==> config.mk <==
export PLATFORM = sky130hd
export DESIGN_NAME = lcd_timing_gen
export DESIGN_NICKNAME = d
export VERILOG_FILES = /design/src/rtl/lcd_timing_pkg.sv /design/src/rtl/lcd_axis_counter.sv /design/src/rtl/lcd_axis_decode.sv /design/src/rtl/lcd_cfg_shadow.sv /design/src/rtl/lcd_timing_gen.sv
export SDC_FILE = /design/constraint.sdc
export NUM_CORES = 1
export LEC_CHECK = 0
export BUFFER_PORTS_ARGS = -buffer_cell sky130_fd_sc_hd__buf_2
export CORE_MARGIN = 5
export CORE_UTILIZATION = 30
export CTS_CLUSTER_DIAMETER = 50
export DETAILED_ROUTE_END_ITERATION = 16
export GPL_ROUTABILITY_DRIVEN = 0
export RECOVER_POWER = 50
export SLEW_MARGIN = 20
export SYNTH_ARGS = -nofsm -noshare
export SYNTH_HDL_FRONTEND = slang
export SYNTH_SLANG_ARGS = --single-unit
==> constraint.sdc <==
create_clock -name clk -period 6.78 [get_ports clk]
set_input_delay 1.356 -clock clk [delete_from_list [all_inputs] [get_ports clk]]
set_output_delay 1.356 -clock clk [all_outputs]
set_load 0.03 [all_outputs]
==> src/rtl/lcd_timing_pkg.sv <==
package lcd_timing_pkg;
  localparam int TW = 12;
  localparam int NAXIS = 2;

  typedef logic [TW-1:0] tval_t;

  typedef struct packed {
    tval_t total;
    tval_t size;
    tval_t offset;
    tval_t sync_a;
    tval_t sync_b;
  } axis_cfg_t;

  // legal when the blank span plus the visible span fits strictly inside total
  function automatic logic axis_legal(axis_cfg_t c);
    logic [TW:0] span;
    span = {1'b0, c.offset} + {1'b0, c.size};
    return span < {1'b0, c.total};
  endfunction
endpackage

==> src/rtl/lcd_axis_counter.sv <==
module lcd_axis_counter #(
  parameter int W = 12
) (
  input  logic         clk,
  input  logic         rst_n,
  input  logic         clr,
  input  logic         step,
  input  logic [W-1:0] total,
  output logic [W-1:0] cnt,
  output logic         at_end
);
  localparam logic [W-1:0] ONE = W'(1);

  logic [W-1:0] cnt_q;

  assign at_end = (cnt_q == total - ONE);
  assign cnt    = cnt_q;

  always_ff @(posedge clk) begin
    if (!rst_n || clr) begin
      cnt_q <= '0;
    end else if (step) begin
      cnt_q <= at_end ? '0 : cnt_q + ONE;
    end
  end

  // with a legal set the count never reaches total
  p_cnt_in_range_r1: assert property (@(posedge clk) disable iff (!rst_n)
    !clr |-> (cnt_q < total));

  // a step at the last position lands on zero
  p_wrap_to_zero_r2: assert property (@(posedge clk) disable iff (!rst_n)
    (step && at_end && !clr) |=> (cnt_q == '0));
endmodule

==> src/rtl/lcd_axis_decode.sv <==
module lcd_axis_decode
  import lcd_timing_pkg::*;
(
  input  tval_t     cnt,
  input  axis_cfg_t cfg,
  output logic      sync_on,
  output logic      win_on,
  output tval_t     rel
);
  logic [TW:0] win_end;

  assign win_end = {1'b0, cfg.offset} + {1'b0, cfg.size};
  assign sync_on = (cnt >= cfg.sync_a) && (cnt < cfg.sync_b);
  assign win_on  = (cnt >= cfg.offset) && ({1'b0, cnt} < win_end);
  assign rel     = cnt - cfg.offset;
endmodule

==> src/rtl/lcd_cfg_shadow.sv <==
module lcd_cfg_shadow
  import lcd_timing_pkg::*;
(
  input  logic      clk,
  input  logic      rst_n,
  input  logic      load,
  input  axis_cfg_t h_new,
  input  axis_cfg_t v_new,
  output axis_cfg_t h_act,
  output axis_cfg_t v_act,
  output logic      legal
);
  axis_cfg_t h_q, v_q;

  always_ff @(posedge clk) begin
    if (!rst_n) begin
      h_q <= '0;
      v_q <= '0;
    end else if (load) begin
      h_q <= h_new;
      v_q <= v_new;
    end
  end

  assign h_act = h_q;
  assign v_act = v_q;
  assign legal = axis_legal(h_q) && axis_legal(v_q);

  // the working set only moves on a load
  p_cfg_held_r7: assert property (@(posedge clk) disable iff (!rst_n)
    !load |=> ($stable(h_q) && $stable(v_q)));
endmodule

==> src/rtl/lcd_timing_gen.sv <==
module lcd_timing_gen
  import lcd_timing_pkg::*;
(
  input  logic          clk,
  input  logic          rst_n,
  input  logic [TW-1:0] h_total_i,
  input  logic [TW-1:0] h_size_i,
  input  logic [TW-1:0] h_offset_i,
  input  logic [TW-1:0] h_sync_a_i,
  input  logic [TW-1:0] h_sync_b_i,
  input  logic [TW-1:0] v_total_i,
  input  logic [TW-1:0] v_size_i,
  input  logic [TW-1:0] v_offset_i,
  input  logic [TW-1:0] v_sync_a_i,
  input  logic [TW-1:0] v_sync_b_i,
  output logic          hsync_n,
  output logic          vsync_n,
  output logic          de,
  output logic [TW-1:0] pix_x,
  output logic [TW-1:0] pix_y
);
  axis_cfg_t        h_new, v_new;
  axis_cfg_t        act [NAXIS];
  logic             legal, load;
  logic [NAXIS-1:0] step, at_end, sync_on, win_on;
  tval_t            cnt [NAXIS];
  tval_t            rel [NAXIS];
  logic             vis;

  assign h_new = '{total: h_total_i, size: h_size_i, offset: h_offset_i,
                   sync_a: h_sync_a_i, sync_b: h_sync_b_i};
  assign v_new = '{total: v_total_i, size: v_size_i, offset: v_offset_i,
                   sync_a: v_sync_a_i, sync_b: v_sync_b_i};

  // frame boundary: both axes at their last position
  assign load = !legal || (at_end[0] && at_end[1]);

  lcd_cfg_shadow u_shadow (
    .clk   (clk),
    .rst_n (rst_n),
    .load  (load),
    .h_new (h_new),
    .v_new (v_new),
    .h_act (act[0]),
    .v_act (act[1]),
    .legal (legal)
  );

  assign step[0] = 1'b1;
  assign step[1] = at_end[0];

  for (genvar a = 0; a < NAXIS; a++) begin : g_axis
    lcd_axis_counter #(.W(TW)) u_cnt (
      .clk    (clk),
      .rst_n  (rst_n),
      .clr    (!legal),
      .step   (step[a]),
      .total  (act[a].total),
      .cnt    (cnt[a]),
      .at_end (at_end[a])
    );
    lcd_axis_decode u_dec (
      .cnt     (cnt[a]),
      .cfg     (act[a]),
      .sync_on (sync_on[a]),
      .win_on  (win_on[a]),
      .rel     (rel[a])
    );
  end

  assign vis = legal && win_on[0] && win_on[1];

  always_ff @(posedge clk) begin
    if (!rst_n) begin
      hsync_n <= 1'b1;
      vsync_n <= 1'b1;
      de      <= 1'b0;
      pix_x   <= '0;
      pix_y   <= '0;
    end else begin
      hsync_n <= !(legal && sync_on[0]);
      vsync_n <= !(legal && sync_on[1]);
      de      <= vis;
      pix_x   <= vis ? rel[0] : '0;
      pix_y   <= vis ? rel[1] : '0;
    end
  end

  // coordinates rest at zero outside the window
  p_xy_zero_off_window_r6: assert property (@(posedge clk) disable iff (!rst_n)
    !de |-> (pix_x == '0 && pix_y == '0));

  // an illegal working set yields an idle raster on the next clock
  p_idle_illegal_r8: assert property (@(posedge clk) disable iff (!rst_n)
    !legal |=> (!de && hsync_n && vsync_n));

  // the line count holds unless the line ends
  p_line_hold_r2: assert property (@(posedge clk) disable iff (!rst_n)
    (legal && !at_end[0]) |=> $stable(cnt[1]));

  // a held raster sits at the origin
  p_origin_when_illegal_r8: assert property (@(posedge clk) disable iff (!rst_n)
    !legal |=> (cnt[0] == '0 && cnt[1] == '0));
endmodule

==> results.sh, run 1 <==
export IMPL_yosys_warnings=0
export IMPL_period_needed_ns=5.46
export IMPL_clk_latency_ns=0.45
export IMPL_cpPeakStageDelay_ns=1.44
export IMPL_nets=1942
export IMPL_vias=11500
export IMPL_cts_resized=0
export IMPL_total_power_mw=6.67
export IMPL_synth_compound_area_share_pct=23.9
export IMPL_ys_seq_elements=171
export IMPL_violations="max-capacitance violations, max-slew violations"
export IMPL_critPathKind="reg2reg"
export IMPL_ctsHtreeMaxLevel=4
export IMPL_die_h_um=214
export IMPL_fin_crit_sh_pct=80.6
export IMPL_routedWlPerCell_um=17.0
export IMPL_synthToLayoutAreaGrowth_pct=12.8
export IMPL_overflow=0
export IMPL_syn_nets=1864
export IMPL_drc=0
export IMPL_n_fill_cell=4317
export IMPL_clockBufferDepth=2
export IMPL_finalHoldViolations=0
export IMPL_worst_pin_slew_ns=1.91
export IMPL_dp_hpwl_mm=28.8
export IMPL_detail_route_iter0_violations=578
export IMPL_postSynth_asyncResetShare_pct=0
export IMPL_netlist_instances=1596
export IMPL_ys_types=66
export IMPL_p_leak_nw=5.91
export IMPL_startpoint_type="flop"
export IMPL_status="finished with violations"
export IMPL_rsz0062_at_grt="no"
export IMPL_synth_top_family_by_area="compound AO/OA/AOI/OAI gates"
export IMPL_ios=149
export IMPL_crit_required_ns=7.02
export IMPL_fmax_ghz=0.183
export IMPL_powerDensity_nw_per_um2=475
export IMPL_cts_setup_buffers=0
export IMPL_synthMuxAreaShare_pct=0
export IMPL_synthAdderAreaFrac_pct=14.9
export IMPL_critPathMaxFanout=95
export IMPL_dr_pass1_iters=5
export IMPL_timing_final_max_slew_violations=169
export IMPL_fp_coreArea_um2=40900
export IMPL_synthesis_area_um2=12400
export IMPL_die_x_um=214
export IMPL_synth_top_flop_cell="dfxtp_1"
export IMPL_tns_ns=0
export IMPL_drt_total_wl_mm=37.6
export IMPL_synthTopCellsByArea="dfxtp_1 (28%), ha_1 (14%), a2bb2oi_1 (8.5%), nor3_1 (5.9%), nand2_1 (4.7%)"
export IMPL_ctsHoldBuffers=0
export IMPL_groute_usage_overall_pct=16.2
export IMPL_cap_violations=2
export IMPL_avgSynthCellArea_um2=7.79
export IMPL_grt_pass1_vias=11300
export IMPL_synth_top_area_share_pct=27.5
export IMPL_slowest_stage="clkbuf_2"
export IMPL_routed_via_density=5.16
export IMPL_cts_tree="built"
export IMPL_finalSetupViolations=0
export IMPL_fin_skew_ns=0.0125
export IMPL_cp_arrival_ns=5.71
export IMPL_critPathTopFamily="simple AND/OR/NAND/NOR gates"
export IMPL_grt_max_degree=108
export IMPL_n_antenna_cell=0
export IMPL_seq_area_frac_synth_pct=27.5
export IMPL_synth_top_cell_by_area="dfxtp_1"
export IMPL_vdd_drop_max_mv=0.300
export IMPL_hold_path_class="reg2reg"
export IMPL_start_util_pct=30.4
export IMPL_drive_gt1_share_pct=10.7
export IMPL_grt_pass1_wl_mm=59.6
export IMPL_clock_sinks=171
export IMPL_clk_pin_slew_ns=0.07
export IMPL_antenna_found_initial=0
export IMPL_io_buffers=148
export IMPL_crit_chain="inv_1 > ha_1 > or4b_1 > nor3b_1 > xnor2_1 > nand4_1 > nor2_1 > a211o_4 > clkbuf_2 > o21ai_0"
export IMPL_cts_inserted_buffers=17
export IMPL_detail_route_antenna_nets=0
export IMPL_crit_path_end_kind="flop"
export IMPL_synthSimpleGateAreaFrac_pct=19.7
export IMPL_crit_buf_inv=2
export IMPL_synth_xor_area_share_pct=5.84
export IMPL_synth_edf_count=0
export IMPL_postLayoutCoreUtil_pct=34.3
export IMPL_core_rowCount=74
export IMPL_relSlewSlack_pct=-27.2
export IMPL_die_area_um2=45600
export IMPL_root_buffer="clkbuf_16"
## cell usage after synthesis (37+ instances only)
cell type,n
ha_1,142
o21ai_1,81
nand2_1,156
inv_1,155
xnor2_1,46
clkbuf_1,72
nor2_1,54
a21oi_1,49
nor3_1,147
xor2_1,37
dfxtp_1,171
o21ai_0,86
a2bb2oi_1,121
## layout make-up
cell class	instances	area (um^2)	share of cell area (%)
Inverter	155	582	4.15
Clock inverter	14	125	0.892
Clock buffer	18	439	3.13
Multi-Input combinational cell	1172	8020	57.2
Tap cell	532	666	4.74
Sequential cell	171	3420	24.4
Timing Repair Buffer	157	776	5.53
## through the flow
stage,setup slack (ns),cells,area [um^2],hold WS (ns)
after floorplan,2.84,1596,12400,0.432
after global placement,2.10,2187,13500,0.451
after detailed placement,1.96,2187,13500,0.454
after CTS,1.95,2219,14100,0.465
after global routing,0.773,2219,14000,0.494
final,1.32,2219,14000,0.469
## per-layer routing
layer	global-route usage, %	wire [um]
met4	6.12	1210
met1	20.8	17000
met2	27.3	17600
met3	3.01	1820
met5	0	0
## report_power, final
group | leakage [nW] | internal (mW) | total (mW) | switching (mW)
clock network | 0.279 | 0.495 | 0.959 | 0.464
registers | 1.41 | 1.30 | 1.48 | 0.181
logic | 4.22 | 1.89 | 4.22 | 2.33
total | 5.91 | 3.69 | 6.67 | 2.98
## worst paths after layout
check                                        start                  to  slack (ns)  cells after the start
worst max register to register  u_shadow.h_act[48]  u_shadow.v_act[27]        1.32                     10
worst max-delay path            u_shadow.h_act[48]  u_shadow.v_act[27]        1.32                     10
worst min-delay path            u_shadow.v_act[42]  u_shadow.v_act[42]        0.47                      2
worst min register to register  u_shadow.v_act[42]  u_shadow.v_act[42]        0.47                      2
## layout by cell type (no fill, tap or decap), types with 11 or more instances in the layout
master       n
nand3_1     26
clkbuf_16   17
a2bb2oi_1  121
nor2_1      54
nand2_1    156
nor4_1      35
inv_1      155
o21ai_1     45
nand4_1     15
xor2_1      37
o21ai_0    122
o21a_1      12
or2_2       11
nand2b_1    17
a21o_1      22
dfxtp_1    171
clkbuf_1    27
buf_2      120
xnor2_1     46
ha_1       142
nor3_1     147
a21oi_1     49
## registers in the layout (all words and copies together), names as in the netlist
name,flops
de,1
hsync_n,1
u_shadow.v_act,60
u_shadow.h_act,60
pix_y,12
vsync_n,1
pix_x,12
g_axis.u_cnt.cnt,24
## worst register-to-register path, stage by stage (launching register included)
cell	delay [ns]
dfxtp_1	0.36
inv_1	0.09
ha_1	0.23
or4b_1	0.54
nor3b_1	0.28
xnor2_1	0.15
nand4_1	0.81
nor2_1	0.67
a211o_4	0.43
clkbuf_2	1.45
o21ai_0	0.26
## cells by family (layout without fill, tap and decap cells)
| group | Yosys count | in the layout |
|---|---|---|
| compound gates | 441 | 441 |
| xor+xnor | 83 | 83 |
| fa+ha+maj | 146 | 146 |
| buf+inv | 253 | 344 |
| flops | 171 | 171 |
| simple gates | 502 | 502 |
(Power assumes the default switching activity.)
==> inputs of run 2 (changes only) <==
--- a/config.mk
+++ b/config.mk
@@ -5,6 +5,7 @@
 export SDC_FILE = /design/constraint.sdc
 export NUM_CORES = 1
 export LEC_CHECK = 0
+export ABC_AREA = 1
 export BUFFER_PORTS_ARGS = -buffer_cell sky130_fd_sc_hd__buf_2
 export CORE_MARGIN = 5
 export CORE_UTILIZATION = 30
==> constraint.sdc (replaced) <==
create_clock -name clk -period 5.55 [get_ports clk]
set_input_delay 1.11 -clock clk [delete_from_list [all_inputs] [get_ports clk]]
set_output_delay 1.11 -clock clk [all_outputs]
set_load 0.03 [all_outputs]
==> run 2 against run 1 <==
  * Die area is 2.0% lower
  * Highest routed layer unchanged
  * Largest cell class unchanged
  * Global-route usage is 0.11 points lower
  * Combinational power is 53% higher
  * Worst hold slack better by 0.016 ns
  * The flow now finishes without violations
==> results.sh, run 2 <==
export IMPL_ys_types=31
export IMPL_final_common_cell="nand2_1"
export IMPL_clockBufferDepth=2
export IMPL_cts_setup_buffers=0
export IMPL_core_rowCount=73
export IMPL_powerDensity_nw_per_um2=694
export IMPL_fmax_ghz=0.219
export IMPL_r2r_slack_ns=0.99
export IMPL_die_x_um=211
export IMPL_critPathTopFamily="simple AND/OR/NAND/NOR gates"
export IMPL_synth_edf_count=0
export IMPL_cpPeakStageDelay_ns=1.02
export IMPL_ctsHtreeMaxLevel=4
export IMPL_synthTopCellsByArea="dfxtp_1 (28%), ha_1 (15%), nand2_1 (11%), a21oi_1 (8.4%), nand3_1 (8.3%)"
export IMPL_postLayoutCoreUtil_pct=34.8
export IMPL_stdcell_area_um2=13900
export IMPL_period_needed_ns=4.56
export IMPL_fp_coreArea_um2=39900
export IMPL_fin_crit_sh_pct=82.2
export IMPL_groute_usage_overall_pct=16.1
export IMPL_total_power_mw=9.64
export IMPL_ys_seq_elements=171
export IMPL_r2r_cells=18
export IMPL_detail_route_iter0_violations=770
export IMPL_clk_latency_ns=0.45
export IMPL_cp_arrival_ns=4.94
export IMPL_postSynth_asyncResetShare_pct=0
export IMPL_place_area_um2=13300
export IMPL_status="complete, no violations"
export IMPL_cts_inserted_buffers=17
export IMPL_avgSynthCellArea_um2=6.71
export IMPL_synth_top_area_share_pct=28.1
export IMPL_die_h_um=211
export IMPL_grt_pass1_vias=11000
export IMPL_cts_tree="built"
export IMPL_detail_route_antenna_nets=0
export IMPL_ios=149
export IMPL_routed_via_density=4.74
export IMPL_worst_pin_slew_ns=1.19
export IMPL_seq_area_frac_synth_pct=28.1
export IMPL_vdd_drop_max_mv=1.07
export IMPL_ctsHoldBuffers=0
export IMPL_drive_gt1_share_pct=8.66
export IMPL_critPathMaxFanout=112
export IMPL_synth_top_cell_by_area="dfxtp_1"
export IMPL_hp_start="g_axis[0].u_cnt.cnt[0]"
export IMPL_grt_max_degree=113
export IMPL_synthesis_area_um2=12200
export IMPL_clk_pin_slew_ns=0.07
export IMPL_dr_pass1_iters=7
export IMPL_cap_violations=0
export IMPL_antenna_found_initial=0
export IMPL_synthToLayoutAreaGrowth_pct=14.2
export IMPL_start_util_pct=30.5
export IMPL_finalHoldViolations=0
export IMPL_die_area_um2=44700
export IMPL_drt_total_wl_mm=36.6
export IMPL_crit_buf_inv=3
export IMPL_final_cell_mix="nand2_1 (357), inv_1 (236), nor2_1 (214), a21oi_1 (204), nand3_1 (202)"
export IMPL_crit_required_ns=5.93
export IMPL_r2r_start="u_shadow.v_act[24]"
export IMPL_critPathKind="reg2reg"
export IMPL_yosys_top_cells_count="nand2_1 (358), inv_1 (236), nor2_1 (214), a21oi_1 (204), nand3_1 (202)"
export IMPL_hold_path_endpoint="g_axis[0].u_cnt.cnt[0]"
export IMPL_clock_sinks=171
export IMPL_drc=0
export IMPL_slowest_stage="clkbuf_4"
export IMPL_netlist_instances=1815
export IMPL_synth_top_flop_cell="dfxtp_1"
export IMPL_p_leak_nw=6.95
export IMPL_crit_chain="ha_1 > inv_1 > fa_1 > nand3b_1 > nand2_1 > nand2_1 > nand3_1 > a31o_2 > xor2_1 > inv_1 > ha_1 > a21o_1 > nand4_1 > nand3_1 > nor3_1 > clkbuf_4 > a21oi_1 > nor2_1"
export IMPL_relSlewSlack_pct=20.8
export IMPL_dp_hpwl_mm=28.2
export IMPL_vias=11600
export IMPL_rsz0062_at_grt="no"
export IMPL_syn_nets=2083
export IMPL_worstSetupPathDepth=18
export IMPL_nets=2184
export IMPL_rr_endpoint="u_shadow.v_act[59]"
export IMPL_root_buffer="clkbuf_16"
export IMPL_dp_slack_ns=1.50
export IMPL_synth_most_common_cell="nand2_1"
export IMPL_startpoint_type="flop"
export IMPL_hold_path_class="reg2reg"
export IMPL_crit_path_end_kind="flop"
export IMPL_setup_ws_ns=0.988
export IMPL_finalSetupViolations=0
export IMPL_timing_final_max_slew_violations=0
export IMPL_tns_ns=0
export IMPL_worstHoldPathCells=1
export IMPL_overflow=0
export IMPL_routedWlPerCell_um=14.9
export IMPL_yosys_warnings=0
export IMPL_io_buffers=148
export IMPL_n_antenna_cell=0
export IMPL_grt_pass1_wl_mm=58.5
export IMPL_fin_skew_ns=0.0136
export IMPL_cts_resized=0
## run 2: changes by cell type in the layout (fill, tap and decap cells not counted), moves of 94 or more
cell and delta:
nand2_1 +201, nand3_1 +176, nor3_1 -111, a21oi_1 +155
o21ai_0 -94, nor2_1 +160, a2bb2oi_1 -121
## run 2: area by class of cell
class / count / area (um^2)
Inverter: 236 / 886
Clock buffer: 20 / 457
Clock inverter: 12 / 161
Tap cell: 525 / 657
Fill cell: 4302 / 26000
Multi-Input combinational cell: 1332 / 7520
Sequential cell: 171 / 3420
Timing Repair Buffer: 158 / 797
## run 2: power breakdown
group | switching, mW | total [mW] | internal (mW)
combinational | 4.20 | 6.47 | 2.28
sequential | 0.228 | 1.88 | 1.65
clock | 0.549 | 1.29 | 0.737
## run 2: logic make-up (layout without fill, tap and decap cells)
logic type / after synthesis / count (layout) / synth area share, %
XOR/XNOR: 75 / 75 / 5.51
buffers and inverters: 312 / 426 / 10.1
flip-flops: 171 / 171 / 28.1
AO/OA/AOI/OAI: 267 / 267 / 11.7
adder cells (fa/ha/maj): 146 / 146 / 15.3
AND/OR/NAND/NOR: 844 / 844 / 29.3
## run 2: layer usage
| layer | global-route usage [%] | part of all wire, % | vias to the layer above |
|---|---|---|---|
| met5 | 0 | 0 | - |
| met3 | 2.95 | 4.0 | 36 |
| met1 | 20.8 | 46 | 5239 |
| met4 | 3.35 | 1.5 | 0 |
| met2 | 28.1 | 48 | 237 |
| li1 | - | - | 6124 |
## run 2: metrics by stage
step           instances  hold slack (ns)
3_3_place_gp        2422            0.461
5_1_grt             2454            0.526
4_1_cts             2454            0.490
3_5_place_dp        2422            0.474
6_report            2454            0.485
2_1_floorplan       1815            0.441
## run 2: worst max path at each step
stage / end / slack, ns / start
6_report: u_shadow.v_act[59] / 0.99 / u_shadow.v_act[24]
5_1_grt: u_shadow.v_act[58] / 0.55 / u_shadow.h_act[26]
4_1_cts: u_shadow.h_act[36] / 1.46 / u_shadow.v_act[24]
3_5_place_dp: u_shadow.h_act[36] / 1.50 / u_shadow.v_act[24]
3_3_place_gp: u_shadow.h_act[36] / 1.58 / u_shadow.v_act[24]
2_1_floorplan: u_shadow.h_act[0] / 2.29 / u_shadow.v_act[24]
## run 2: worst reg2reg max path, cell delays in order, from the launching register on
cell and delay (ns):
dfxtp_1 0.37, ha_1 0.16, inv_1 0.07, fa_1 0.39
nand3b_1 0.18, nand2_1 0.16, nand2_1 0.07, nand3_1 0.13
a31o_2 0.17, xor2_1 0.19, inv_1 0.07, ha_1 0.29
a21o_1 0.18, nand4_1 0.08, nand3_1 0.09, nor3_1 0.35
clkbuf_4 1.02, a21oi_1 0.34, nor2_1 0.19
